<file path="config.mk">
export PLATFORM = sky130hd
export DESIGN_NAME = pirq_ctrl
export DESIGN_NICKNAME = d
export VERILOG_FILES = /design/src/rtl/pirq_pkg.sv /design/src/rtl/pirq_edge_latch.sv /design/src/rtl/pirq_gate.sv /design/src/rtl/pirq_soft_reset.sv /design/src/rtl/pirq_ctrl.sv
export SDC_FILE = /design/constraint.sdc
export NUM_CORES = 1
export LEC_CHECK = 0
export BUFFER_PORTS_ARGS = -buffer_cell sky130_fd_sc_hd__buf_2
export CAP_MARGIN = 20
export CORE_MARGIN = 1.5
export CORE_UTILIZATION = 48
export DETAILED_ROUTE_END_ITERATION = 8
export PLACE_DENSITY_LB_ADDON = 0.12
export SETUP_SLACK_MARGIN = 0.3
export SLEW_MARGIN = 20
export SYNTH_ARGS = -nofsm -noshare
export SYNTH_HDL_FRONTEND = slang
export SYNTH_SLANG_ARGS = --single-unit
</file>
<file path="constraint.sdc">
create_clock -name clk -period 4.35 [get_ports clk]
set_clock_uncertainty 0.15 [all_clocks]
set_input_delay 0.87 -clock clk [delete_from_list [all_inputs] [get_ports clk]]
set_output_delay 0.87 -clock clk [all_outputs]
set_load 0.01 [all_outputs]
</file>
<file path="src/rtl/pirq_pkg.sv">
`timescale 1ns/1ps
package pirq_pkg;
  localparam int unsigned NSRC      = 7;
  localparam int unsigned DATA_W    = 32;
  localparam int unsigned ADDR_W    = 8;
  localparam int unsigned RST_LEN   = 16;

  localparam logic [ADDR_W-1:0] OFS_GIE  = 8'h1C;
  localparam logic [ADDR_W-1:0] OFS_STAT = 8'h20;
  localparam logic [ADDR_W-1:0] OFS_IEN  = 8'h28;
  localparam logic [ADDR_W-1:0] OFS_SRST = 8'h40;
  localparam logic [DATA_W-1:0] SRST_KEY = 32'h0000_000A;
  localparam int unsigned       GIE_BIT  = 31;

  // next pending state: clears first, new edges on top (set wins)
  function automatic logic [NSRC-1:0] pend_next(input logic [NSRC-1:0] cur,
                                                input logic [NSRC-1:0] rise,
                                                input logic [NSRC-1:0] clr);
    return (cur & ~clr) | rise;
  endfunction

  function automatic logic irq_req(input logic [NSRC-1:0] st,
                                   input logic [NSRC-1:0] en,
                                   input logic            gie);
    return gie & (|(st & en));
  endfunction
endpackage

</file>
<file path="src/rtl/pirq_edge_latch.sv">
`timescale 1ns/1ps
module pirq_edge_latch #(
  parameter int unsigned N = pirq_pkg::NSRC
) (
  input  logic         clk,
  input  logic         rst_n,
  input  logic [N-1:0] evt_i,
  input  logic [N-1:0] clr_i,
  output logic [N-1:0] status_o,
  output logic [N-1:0] rise_o
);
  logic [N-1:0] evt_q;

  for (genvar g = 0; g < N; g++) begin : g_src
    assign rise_o[g] = evt_i[g] & ~evt_q[g];
  end

  always_ff @(posedge clk or negedge rst_n) begin
    if (!rst_n) begin
      evt_q    <= '0;
      status_o <= '0;
    end else begin
      evt_q    <= evt_i;
      status_o <= pirq_pkg::pend_next(status_o, rise_o, clr_i);
    end
  end

  AST_SET_WINS: assert property (@(posedge clk) disable iff (!rst_n)
    (|rise_o) |=> ((status_o & $past(rise_o)) == $past(rise_o)));
  AST_CLEAR_TAKES: assert property (@(posedge clk) disable iff (!rst_n)
    (|(clr_i & ~rise_o)) |=> ((status_o & $past(clr_i & ~rise_o)) == '0));
endmodule

</file>
<file path="src/rtl/pirq_gate.sv">
`timescale 1ns/1ps
module pirq_gate #(
  parameter int unsigned N = pirq_pkg::NSRC
) (
  input  logic         clk,
  input  logic         rst_n,
  input  logic [N-1:0] status_i,
  input  logic [N-1:0] en_i,
  input  logic         gie_i,
  output logic         irq_o
);
  logic req_now;
  assign req_now = pirq_pkg::irq_req(status_i, en_i, gie_i);

  always_ff @(posedge clk or negedge rst_n) begin
    if (!rst_n) irq_o <= 1'b0;
    else        irq_o <= req_now;
  end

  AST_GIE_OFF: assert property (@(posedge clk) disable iff (!rst_n)
    !gie_i |=> !irq_o);
  AST_ALL_MASKED: assert property (@(posedge clk) disable iff (!rst_n)
    (en_i == '0) |=> !irq_o);
  AST_IRQ_LATENCY: assert property (@(posedge clk) disable iff (!rst_n)
    (gie_i && |(status_i & en_i)) |=> irq_o);
endmodule

</file>
<file path="src/rtl/pirq_soft_reset.sv">
`timescale 1ns/1ps
module pirq_soft_reset #(
  parameter int unsigned CYC = pirq_pkg::RST_LEN
) (
  input  logic clk,
  input  logic rst_n,
  input  logic key_wr_i,
  input  logic bad_wr_i,
  output logic core_rst_o,
  output logic key_err_o
);
  localparam int unsigned CNT_W = $clog2(CYC + 1);
  localparam logic [CNT_W-1:0] CNT_LOAD = CNT_W'(CYC);

  logic [CNT_W-1:0] cnt_q;

  always_ff @(posedge clk or negedge rst_n) begin
    if (!rst_n) begin
      cnt_q     <= '0;
      key_err_o <= 1'b0;
    end else begin
      if (key_wr_i)          cnt_q <= CNT_LOAD;
      else if (cnt_q != '0)  cnt_q <= cnt_q - 1'b1;
      if (key_wr_i)          key_err_o <= 1'b0;
      else if (bad_wr_i)     key_err_o <= 1'b1;
    end
  end

  assign core_rst_o = (cnt_q != '0);

  AST_KEY_PULSE: assert property (@(posedge clk) disable iff (!rst_n)
    key_wr_i |=> core_rst_o);
  AST_BAD_NO_RST: assert property (@(posedge clk) disable iff (!rst_n)
    (bad_wr_i && !core_rst_o) |=> !core_rst_o);
  AST_BAD_FLAG: assert property (@(posedge clk) disable iff (!rst_n)
    bad_wr_i |=> key_err_o);
endmodule

</file>
<file path="src/rtl/pirq_ctrl.sv">
`timescale 1ns/1ps
module pirq_ctrl #(
  parameter int unsigned N_SRC   = pirq_pkg::NSRC,
  parameter int unsigned RST_CYC = pirq_pkg::RST_LEN
) (
  input  logic                         clk,
  input  logic                         rst_n,
  input  logic                         bus_wr,
  input  logic [pirq_pkg::ADDR_W-1:0]  bus_addr,
  input  logic [pirq_pkg::DATA_W-1:0]  bus_wdata,
  output logic [pirq_pkg::DATA_W-1:0]  bus_rdata,
  input  logic [N_SRC-1:0]             evt_i,
  output logic                         irq_o,
  output logic                         core_rst_o,
  output logic                         key_err_o
);
  import pirq_pkg::*;
  localparam int unsigned PAD = DATA_W - N_SRC;

  logic             gie_q;
  logic [N_SRC-1:0] ien_q;
  logic [N_SRC-1:0] status;
  logic [N_SRC-1:0] rise;
  logic [N_SRC-1:0] clr_mask;
  logic             wr_gie, wr_stat, wr_ien, wr_srst;
  logic             key_wr, bad_wr;

  // register decode
  assign wr_gie  = bus_wr && (bus_addr == OFS_GIE);
  assign wr_stat = bus_wr && (bus_addr == OFS_STAT);
  assign wr_ien  = bus_wr && (bus_addr == OFS_IEN);
  assign wr_srst = bus_wr && (bus_addr == OFS_SRST);
  assign key_wr  = wr_srst && (bus_wdata == SRST_KEY);
  assign bad_wr  = wr_srst && (bus_wdata != SRST_KEY);
  assign clr_mask = wr_stat ? bus_wdata[N_SRC-1:0] : '0;

  always_ff @(posedge clk or negedge rst_n) begin
    if (!rst_n) begin
      gie_q <= 1'b0;
      ien_q <= '0;
    end else begin
      if (wr_gie) gie_q <= bus_wdata[GIE_BIT];
      if (wr_ien) ien_q <= bus_wdata[N_SRC-1:0];
    end
  end

  always_comb begin
    bus_rdata = '0;
    unique case (bus_addr)
      OFS_GIE:  bus_rdata[GIE_BIT] = gie_q;
      OFS_STAT: bus_rdata = {{PAD{1'b0}}, status};
      OFS_IEN:  bus_rdata = {{PAD{1'b0}}, ien_q};
      OFS_SRST: bus_rdata[0] = key_err_o;
      default:  bus_rdata = '0;
    endcase
  end

  pirq_edge_latch #(.N(N_SRC)) u_latch (
    .clk(clk), .rst_n(rst_n), .evt_i(evt_i), .clr_i(clr_mask),
    .status_o(status), .rise_o(rise)
  );

  pirq_gate #(.N(N_SRC)) u_gate (
    .clk(clk), .rst_n(rst_n), .status_i(status), .en_i(ien_q),
    .gie_i(gie_q), .irq_o(irq_o)
  );

  pirq_soft_reset #(.CYC(RST_CYC)) u_srst (
    .clk(clk), .rst_n(rst_n), .key_wr_i(key_wr), .bad_wr_i(bad_wr),
    .core_rst_o(core_rst_o), .key_err_o(key_err_o)
  );

  AST_KEEP_ENABLES: assert property (@(posedge clk) disable iff (!rst_n)
    key_wr |=> (gie_q == $past(gie_q)) && (ien_q == $past(ien_q)));
  AST_STRAY_WRITE: assert property (@(posedge clk) disable iff (!rst_n)
    (bus_wr && !wr_gie && !wr_ien) |=> $stable(gie_q) && $stable(ien_q));
endmodule

</file>
==> summary.txt, run 1 <==
outcome - finished, final reports clean
routed length per placed instance - 12.9 um
CP max stage delay - 580 ps
Syn Std Cell Area - 0.00156 mm2
pin count of the biggest net entering global routing - 30
CTS clock-pin slew for the worst setup and hold paths - 80 ps
final-layout worst hold slack - 361 ps
total number of yosys warnings - 0
setup repair bufs after CTS - 0
worst setup path category - in -> out
prevailing post-synth register cell - sky130_fd_sc_hd__dfrtp_1
hold-critical path endpoint - gie_q
Register-to-Register Path Depth - 6
initial cell density of the core - 50.7%
Hold Crit Depth - 1
# hold bufs at CTS - 0
Total Routed Length - 3.27 mm
final weighted congestion in routability-driven placement - 0.752
GR met3 Demand/Resource - 5.41%
DR vias - 1,265
number of detailed-route iterations in the first pass - 4
number of top-level pins - 85
most frequent CP cell - sky130_fd_sc_hd__buf_2
post-detailed-route via-to-cell ratio - 5.00
proportion of synthesized chip area in sequential cells - 46.5%
xor/xnor cell area share of the yosys netlist - 1.12%
met2 usage - 34.9%
die outline height - 60.0 um
standard cell core area - 0.00308 mm2
number of nets at the end of the flow - 259
critical-path cell with the highest stage delay - sky130_fd_sc_hd__or4b_4
Leak - 1.03 nW
clock period minus worst slack - 3410 ps
worst reg2reg endpoint - u_srst.cnt_q[1]
post-place instance area - 0.00181 mm2
post-synthesis compound-gate area fraction - 11.9%
P&R area growth vs syn - 20.6%
most congested layer reported by global routing - met2
crit path DAT - 2390 ps
internal reg-to-reg setup slack - 2440 ps
relative max-transition margin - 45.1%
Syn Inst Count - 144
crit path buf inv count - 3
number of synthesized register bits - 29
launching point of the worst reg2reg path - u_srst.cnt_q[0]
number of enable-type register cells in the synthesized netlist - 0
DR DRC count - 0
total of buffers placed on input and output ports - 60
TritonCTS clock tree - yes
endpoints failing hold - 0
die outline area - 0.00360 mm2
Max FO, Critical Path - 7
antenna-violating nets left - 0
Avg Synthesized Cell Area - 10.8 um2
total power - 0.000598 W
Adder-Cell Fraction of Synth Area - 0.803%
maximum count of clock buffers along a single path - 2
type of the tightest min-delay check - reg -> reg
Cell Chain, Critical Path - buf_2 -> or4b_4 -> nor3_2 -> a222oi_1 -> inv_1 -> buf_2
Highest Clock Rate - 0.293 GHz
number of violations of the max-capacitance limit - 0
antenna diode count - 0
share of cells above drive strength 1 - 41.6%
Total GRT Usage - 20.9%
total setup violations reported at the end of the flow - 0
slew at the pin closest to its max-slew limit - 813 ps
Resize count post-CTS - 0
std cell rows - 20
H-tree depth - 2
cts bufs inserted - 5
setup TNS after final layout - 0 ps
commonest non-fill, non-tap cell in the layout - sky130_fd_sc_hd__buf_2
asr flop ratio synth - 100%
PD cells - 318 mW/mm2
final standard cell area without fillers - 0.00188 mm2
main combinational cell family by area after synthesis - simple AND/OR/NAND/NOR gates
DRC violation total after the first TritonRoute iteration - 60
CTS Root Buffer Type - sky130_fd_sc_hd__clkbuf_4
mux share of post-synthesis cell area - 5.78%
global-route wire length before repair - 5.41 mm
part of the cycle the worst path needs - 78.4%
Critical Path RT - 3330 ps
number of global-route vias before repair - 1,220
count of unique library cells instantiated by Yosys - 30
source-to-sink clock delay at the later pin of the worst-skew pair - 320 ps
setup repair after global routing missed its margin - no
area share of and/or/nand/nor cells after synthesis - 18.3%
Die W - 60.0 um
worst hold path startpoint - gie_q
family with the most delay on the worst path - simple AND/OR/NAND/NOR gates
initial antenna violation count - 0
Startpoint Class - primary input
met1 track demand over resource - 24.8%
clock tree sinks - 29
critical path capture point type - output port
most frequent cells in the layout - 60 x sky130_fd_sc_hd__buf_2, 29 x sky130_fd_sc_hd__dfrtp_1, 24 x sky130_fd_sc_hd__conb_1
aggregate global routing overflow - 0
final HPWL from detailed placement - 2.62 mm
count of final max-slew check failures - 0
maximum vdd ir drop - 0.000232 V
[cell usage after synthesis, types with 2 or more instances]
library cell               instances  area [um2]
sky130_fd_sc_hd__and4_1            3        26.3
sky130_fd_sc_hd__mux2_2            8        90.1
sky130_fd_sc_hd__buf_2             2        10.0
sky130_fd_sc_hd__nor2_1            6        22.5
sky130_fd_sc_hd__nand2_1           9        33.8
sky130_fd_sc_hd__xnor2_1           2        17.5
sky130_fd_sc_hd__inv_1            13        48.8
sky130_fd_sc_hd__a21oi_1           3        15.0
sky130_fd_sc_hd__nor3_1            4        20.0
sky130_fd_sc_hd__buf_4            24         180
sky130_fd_sc_hd__nor4b_1           3        26.3
sky130_fd_sc_hd__nor4_1            7        43.8
sky130_fd_sc_hd__a22o_1            7        61.3
sky130_fd_sc_hd__a222oi_1          2        20.0
sky130_fd_sc_hd__a22oi_1           2        15.0
sky130_fd_sc_hd__or3_1             2        12.5
sky130_fd_sc_hd__a22o_2            6        60.1
sky130_fd_sc_hd__dfrtp_1          29         726
[where the power goes]
part           internal, W  switching [W]  total (W)
combinational    0.0000514      0.0000645   0.000116
clock            0.0000935      0.0000917   0.000185
sequential        0.000285      0.0000115   0.000297
[metal layers]
| metal | vias to the layer above | wire (um) |
|---|---|---|
| met2 | 58 | 1660 |
| met3 | 7 | 192 |
| met4 | 0 | 55 |
| met1 | 604 | 1350 |
| met5 | - | 0 |
| li1 | 596 | - |
[kinds of logic after synthesis]
kind of cell,count (synthesis)
and+or+nand+nor,42
adders and majority gates,1
AOI/OAI and AO/OA,22
muxes,8
buffers and inverters,39
xor gates and xnor gates,2
other,1
DFF,29
[per-stage QoR]
| step | std cells | worst slack (ps) | util, % |
|---|---|---|---|
| 6_report | 253 | 939 | 61.1 |
| 5_1_grt | 253 | 869 | 61.1 |
| 4_1_cts | 253 | 933 | 61.1 |
| 3_5_place_dp | 245 | 939 | 58.8 |
| 3_3_place_gp | 245 | 975 | 58.8 |
| 2_1_floorplan | 167 | 1340 | - |
[cell type report]
| class | instances | area [um2] |
|---|---|---|
| inverters | 13 | 48.8 |
| flip-flops and latches | 29 | 726 |
| repair buffers | 60 | 300 |
| multi-input cells | 99 | 681 |
| well taps | 44 | 55.1 |
| fillers | 293 | 1200 |
| clock buffers | 7 | 65.1 |
| clock inverters | 1 | 5.00 |
[sequential cells by signal (all words and copies together), names as in the netlist]
| signal | flops |
|---|---|
| u_srst.key_err_o | 1 |
| gie_q | 1 |
| u_latch.evt_q | 7 |
| u_latch.status_o | 7 |
| u_gate.irq_o | 1 |
| u_srst.cnt_q | 5 |
| ien_q | 7 |
[worst max path at each step]
stage	from	to	slack (ps)	cells after the start
after floorplan	bus_addr[2]	bus_rdata[0]	1340	4
after global placement	bus_addr[2]	bus_rdata[0]	970	6
after detailed placement	bus_addr[2]	bus_rdata[0]	940	6
after CTS	bus_addr[2]	bus_rdata[0]	930	6
after global routing	bus_addr[7]	bus_rdata[0]	870	6
final	bus_addr[2]	bus_rdata[0]	940	6
No activity file was read; power rests on OpenSTA's default activity.
==> inputs of run 2 (changes only) <==
--- a/config.mk
+++ b/config.mk
@@ -8,7 +8,7 @@
 export BUFFER_PORTS_ARGS = -buffer_cell sky130_fd_sc_hd__buf_2
 export CAP_MARGIN = 20
 export CORE_MARGIN = 1.5
-export CORE_UTILIZATION = 48
+export CORE_UTILIZATION = 40
 export DETAILED_ROUTE_END_ITERATION = 8
 export PLACE_DENSITY_LB_ADDON = 0.12
 export SETUP_SLACK_MARGIN = 0.3
==> constraint.sdc (replaced) <==
create_clock -name clk -period 3.1 [get_ports clk]
set_clock_uncertainty 0.15 [all_clocks]
set_input_delay 0.62 -clock clk [delete_from_list [all_inputs] [get_ports clk]]
set_output_delay 0.62 -clock clk [all_outputs]
set_load 0.01 [all_outputs]
==> run 2 against run 1 <==
Non-clock buffer count increased by 2. Sequential cell count unchanged. Critical path depth did not move. Wire length increased by 3.6%. Register-to-register slack worse by 1000 ps. Final cell count rose by 2.4%. Via count down 1.6%. Worst hold slack worse by 150 ps. Clock-buffer cell count is 1 higher. Sequential power grew 41%. Largest power group unchanged.
==> summary.txt, run 2 (synthesis results as in run 1) <==
clock tree sinks - 29 (unchanged)
final weighted congestion in routability-driven placement - 0.775 (+3.2%)
slew at the pin closest to its max-slew limit - 643 ps (-169 ps)
crit path DAT - 1980 ps (-410 ps)
TritonCTS clock tree - yes
setup TNS after final layout - 0 ps (unchanged)
CTS Root Buffer Type - sky130_fd_sc_hd__clkbuf_8
routed length per placed instance - 13.1 um (+1.2%)
setup repair after global routing missed its margin - no
number of global-route vias before repair - 1,229 (+0.74%)
number of top-level pins - 85 (unchanged)
relative max-transition margin - 57.1% (+12 points)
final HPWL from detailed placement - 2.65 mm (+0.91%)
share of cells above drive strength 1 - 41.2% (-0.39 points)
PD cells - 455 mW/mm2 (+43%)
number of detailed-route iterations in the first pass - 4 (unchanged)
initial cell density of the core - 42.3% (-8.4 points)
# hold bufs at CTS - 0 (unchanged)
Die W - 65.4 um (+9.1%)
endpoints failing hold - 0 (unchanged)
source-to-sink clock delay at the later pin of the worst-skew pair - 280 ps (-40 ps)
most frequent cells in the layout - 60 x sky130_fd_sc_hd__buf_2, 29 x sky130_fd_sc_hd__dfrtp_1, 24 x sky130_fd_sc_hd__conb_1
total setup violations reported at the end of the flow - 0 (unchanged)
Cell Chain, Critical Path - buf_2 -> or4b_4 -> nor3_4 -> buf_12 -> a22o_2 -> buf_2
count of final max-slew check failures - 0 (unchanged)
Leak - 1.05 nW (+1.6%)
part of the cycle the worst path needs - 88.8%
die outline height - 65.4 um (+9.1%)
CTS clock-pin slew for the worst setup and hold paths - 60 ps (-20 ps)
Layout Utilization - 52.3% (-8.8 points)
commonest non-fill, non-tap cell in the layout - sky130_fd_sc_hd__buf_2
die outline area - 0.00428 mm2 (+19%)
Critical Path RT - 2330 ps (-1000 ps)
global-route wire length before repair - 5.54 mm (+2.4%)
Total Routed Length - 3.38 mm (+3.6%)
antenna-violating nets left - 0 (unchanged)
Highest Clock Rate - 0.363 GHz
std cell rows - 22 (+10%)
antenna diode count - 0 (unchanged)
Startpoint Class - primary input
DR vias - 1,245 (-1.6%)
CP max stage delay - 580 ps (about the same)
Total GRT Usage - 17.4% (-3.4 points)
critical-path cell with the highest stage delay - sky130_fd_sc_hd__or4b_4
maximum vdd ir drop - 0.000227 V (-2.3%)
pin count of the biggest net entering global routing - 30 (unchanged)
cts bufs inserted - 5 (unchanged)
number of nets at the end of the flow - 261 (+0.77%)
maximum count of clock buffers along a single path - 2 (unchanged)
total of buffers placed on input and output ports - 60 (unchanged)
P&R area growth vs syn - 23.8%
H-tree depth - 2 (unchanged)
outcome - finished, final reports clean
most frequent CP cell - sky130_fd_sc_hd__buf_2
DRC violation total after the first TritonRoute iteration - 37 (-38%)
aggregate global routing overflow - 0 (unchanged)
initial antenna violation count - 0 (unchanged)
post-detailed-route via-to-cell ratio - 4.81 (-3.9%)
critical path capture point type - output port
DR DRC count - 0 (unchanged)
Max FO, Critical Path - 7 (unchanged)
standard cell core area - 0.00369 mm2 (+20%)
top flop regs - ien_q x7, u_latch.evt_q x7, u_latch.status_o x7
type of the tightest min-delay check - in -> async
worst setup path category - in -> out
clock period minus worst slack - 2750 ps
number of violations of the max-capacitance limit - 0 (unchanged)
-- run 2: changes by cell type in the layout (fill, tap and decap cells not counted), sizes merged --
cell,previous run,this run
buf,60,62
clkbuf,7,8
clkinv,1,0
-- run 2: timing repair --
item                       CTS  global route
setup endpoints to repair    1             1
resized for setup            0             1
pin swaps                    1             0
buffers inserted             1             0
-- run 2: final timing paths --
| kind | depth (start not counted) | startpoint | slack, ps | end |
|---|---|---|---|---|
| max | 6 | bus_addr[2] | 350 | bus_rdata[1] |
| min reg2reg | 1 | gie_q | 360 | gie_q |
| max in group asynchronous | 1 | rst_n | 2160 | u_gate.irq_o |
| min in group clk | 1 | evt_i[4] | 310 | u_latch.evt_q[4] |
| min | 1 | rst_n | 220 | u_latch.status_o[3] |
| max reg2reg | 6 | u_srst.cnt_q[0] | 1410 | u_srst.cnt_q[1] |
-- run 2: where the power goes --
part | internal (W) | switching, W | total, W
sequential | 0.000401 | 0.0000174 | 0.000419
combinational | 0.0000762 | 0.0000912 | 0.000167
clock | 0.000159 | 0.000132 | 0.000291
-- run 2: worst max-delay path: cells and delay by family --
family	cells	cell delay, ps
compound gates	1	130
buf+inv	3	380
simple gates	2	840
-- run 2: stage by stage --
step	instances	power [W]	setup WS (ps)	cell area [um2]	hold slack (ps)
after floorplan	167	0.000540	586	1650	174
after global placement	250	0.000581	307	1820	338
after detailed placement	250	0.000588	285	1820	343
after CTS	259	0.000884	354	1920	238
after global routing	259	0.000927	317	1930	265
final	259	0.000877	348	1930	216
-- run 2: area by class of cell --
class                   instances  area [um2]
multi-input cells              99         687
fillers                       365        1760
flip-flops and latches         29         726
clock buffers                   8        80.1
well taps                      48        60.1
inverters                      13        48.8
repair buffers                 62         328
-- run 2: routing by layer --
metal	GRT usage, %	vias up	part of all wire (%)	wire length, um
met5	0	-	0	0
met4	7.55	0	2.0	66
met3	5.48	10	6.6	225
met2	30.0	53	51	1710
met1	19.9	586	41	1380
li1	-	596	-	-
==> inputs of run 3 (changes only) <==
--- a/config.mk
+++ b/config.mk
@@ -7,7 +7,7 @@
 export LEC_CHECK = 0
 export BUFFER_PORTS_ARGS = -buffer_cell sky130_fd_sc_hd__buf_2
 export CAP_MARGIN = 20
-export CORE_MARGIN = 1.5
+export CORE_ASPECT_RATIO = 1.5
 export CORE_UTILIZATION = 40
 export DETAILED_ROUTE_END_ITERATION = 8
 export PLACE_DENSITY_LB_ADDON = 0.12
==> run 3 against run 2 <==
Die area fell by 2.9%. Combinational power rose by 7%. First-iteration DRC count fell by 46%. Total power rose by 1.1%. Critical path type unchanged.
==> summary.txt, run 3 (synthesis results as in run 1) <==
outcome - finished, final reports clean
share of cells above drive strength 1 - 42.7% (+1.5 points)
top flop regs - ien_q x7, u_latch.evt_q x7, u_latch.status_o x7
post-detailed-route via-to-cell ratio - 4.90 (+1.9%)
aggregate global routing overflow - 0 (unchanged)
relative max-transition margin - 56.8% (-0.30 points)
Total GRT Usage - 18.1% (+0.68 points)
global-route wire length before repair - 5.31 mm (-4.1%)
routed length per placed instance - 13.4 um (+2.9%)
Cell Chain, Critical Path - buf_2 -> or4b_4 -> nor3_4 -> buf_4 -> a222oi_1 -> inv_1 -> buf_2
maximum count of clock buffers along a single path - 2 (unchanged)
maximum vdd ir drop - 0.000280 V (+23%)
Die W - 53.0 um (-19%)
final-layout fill cell count - 384 (+5.2%)
number of global-route vias before repair - 1,254 (+2.0%)
commonest non-fill, non-tap cell in the layout - sky130_fd_sc_hd__buf_2
CTS Root Buffer Type - sky130_fd_sc_hd__clkbuf_8
Startpoint Class - primary input
total setup violations reported at the end of the flow - 0 (unchanged)
DR DRC count - 0 (unchanged)
clock period minus worst slack - 2720 ps (-31.7 ps)
setup repair after global routing missed its margin - no
standard cell core area - 0.00368 mm2 (-0.17%)
source-to-sink clock delay at the later pin of the worst-skew pair - 270 ps (about the same)
number of nets at the end of the flow - 263 (+0.77%)
number of violations of the max-capacitance limit - 0 (unchanged)
initial cell density of the core - 42.3% (+0.072 points)
Leak - 1.06 nW (+0.94%)
initial antenna violation count - 0 (unchanged)
number of detailed-route iterations in the first pass - 4 (unchanged)
# hold bufs at CTS - 0 (unchanged)
total of buffers placed on input and output ports - 60 (unchanged)
slew at the pin closest to its max-slew limit - 648 ps (+4.45 ps)
H-tree depth - 2 (unchanged)
final HPWL from detailed placement - 2.78 mm (+5.1%)
critical-path cell with the highest stage delay - sky130_fd_sc_hd__or4b_4
cts bufs inserted - 5 (unchanged)
most frequent cells in the layout - 60 x sky130_fd_sc_hd__buf_2, 29 x sky130_fd_sc_hd__dfrtp_1, 24 x sky130_fd_sc_hd__conb_1
most frequent CP cell - sky130_fd_sc_hd__buf_2
PD cells - 460 mW/mm2 (+1.2%)
Layout Utilization - 52.3% (about the same)
family with the most delay on the worst path - simple AND/OR/NAND/NOR gates
worst setup path category - in -> out
part of the cycle the worst path needs - 87.8% (-1.0 points)
endpoints failing hold - 0 (unchanged)
final weighted congestion in routability-driven placement - 0.782 (+0.80%)
Multi-input gate area - 686 um2 (-0.18%)
TritonCTS clock tree - yes
setup TNS after final layout - 0 ps (unchanged)
internal reg-to-reg setup slack - 1450 ps (+40 ps)
antenna-violating nets left - 0 (unchanged)
clock tree sinks - 29 (unchanged)
die outline area - 0.00416 mm2 (-2.9%)
Critical Path RT - 2330 ps (about the same)
Total Routed Length - 3.44 mm (+1.7%)
antenna diode count - 0 (unchanged)
die outline height - 78.5 um (+20%)
crit path DAT - 1950 ps (-30 ps)
Highest Clock Rate - 0.368 GHz (+1.2%)
pin count of the biggest net entering global routing - 30 (unchanged)
DR vias - 1,254 (+0.72%)
CP max stage delay - 580 ps (about the same)
sequential cell area - 726 um2 (unchanged)
Max FO, Critical Path - 5 (-2)
crit path buf inv count - 4 (+1)
CTS clock-pin slew for the worst setup and hold paths - 60 ps (about the same)
DRC violation total after the first TritonRoute iteration - 20 (-46%)
number of top-level pins - 85 (unchanged)
std cell rows - 27 (+23%)
critical path capture point type - output port
P&R area growth vs syn - 23.6%
count of final max-slew check failures - 0 (unchanged)
type of the tightest min-delay check - in -> async
## run 3: changes by cell type in the layout (fill, tap and decap cells not counted), sizes merged
cell	delta
buf	+2
clkinv	+2
clkbuf	-2
## run 3: metal layers
| metal | wire, um | GRT usage (%) | share of wire [%] | vias up |
|---|---|---|---|---|
| met4 | 71 | 8.68 | 2.1 | 0 |
| met2 | 1910 | 33.3 | 56 | 59 |
| li1 | - | - | - | 600 |
| met5 | 0 | 0 | 0 | - |
| met1 | 1230 | 17.5 | 36 | 589 |
| met3 | 225 | 5.23 | 6.5 | 6 |
## run 3: per-stage QoR
step	std cells	setup slack [ps]	hold WS, ps	instance area [um2]	total power, W
5_1_grt	256	338	258	1930	0.000937
6_report	256	380	217	1930	0.000887
3_3_place_gp	246	280	340	1820	0.000595
4_1_cts	256	360	230	1920	0.000900
2_1_floorplan	167	586	174	1650	0.000540
3_5_place_dp	246	272	344	1820	0.000605
## run 3: power by group
group / internal, W / leakage, nW / switching [W]
Clock: 0.000155 / 0.0450 / 0.000135
Combinational: 0.0000832 / 0.660 / 0.0000960
Sequential: 0.000401 / 0.351 / 0.0000167
Total: 0.000639 / 1.06 / 0.000247
## run 3: cell type report
cell class	count	area share, %
clock buffer	6	3.77
clock inverter	2	0.519
inverter	13	2.53
multi-input combinational	99	35.6
sequential	29	37.7
tap	43	2.79
timing repair buffer	64	17.1
## run 3: worst paths after layout
kind	from	end	depth (start not counted)
max	bus_addr[2]	bus_rdata[0]	7
min	rst_n	u_latch.evt_q[3]	1
max reg2reg	u_srst.cnt_q[0]	u_srst.cnt_q[1]	7
min reg2reg	gie_q	gie_q	1
max in group asynchronous	rst_n	u_latch.status_o[1]	1
min in group clk	evt_i[3]	u_latch.evt_q[3]	1
## run 3: what timing repair did
action	in CTS	in global routing
endpoints found under the setup margin	7	1
gates cloned	0	0
pin swaps	1	0
setup buffers	2	0
gates resized for setup	0	1
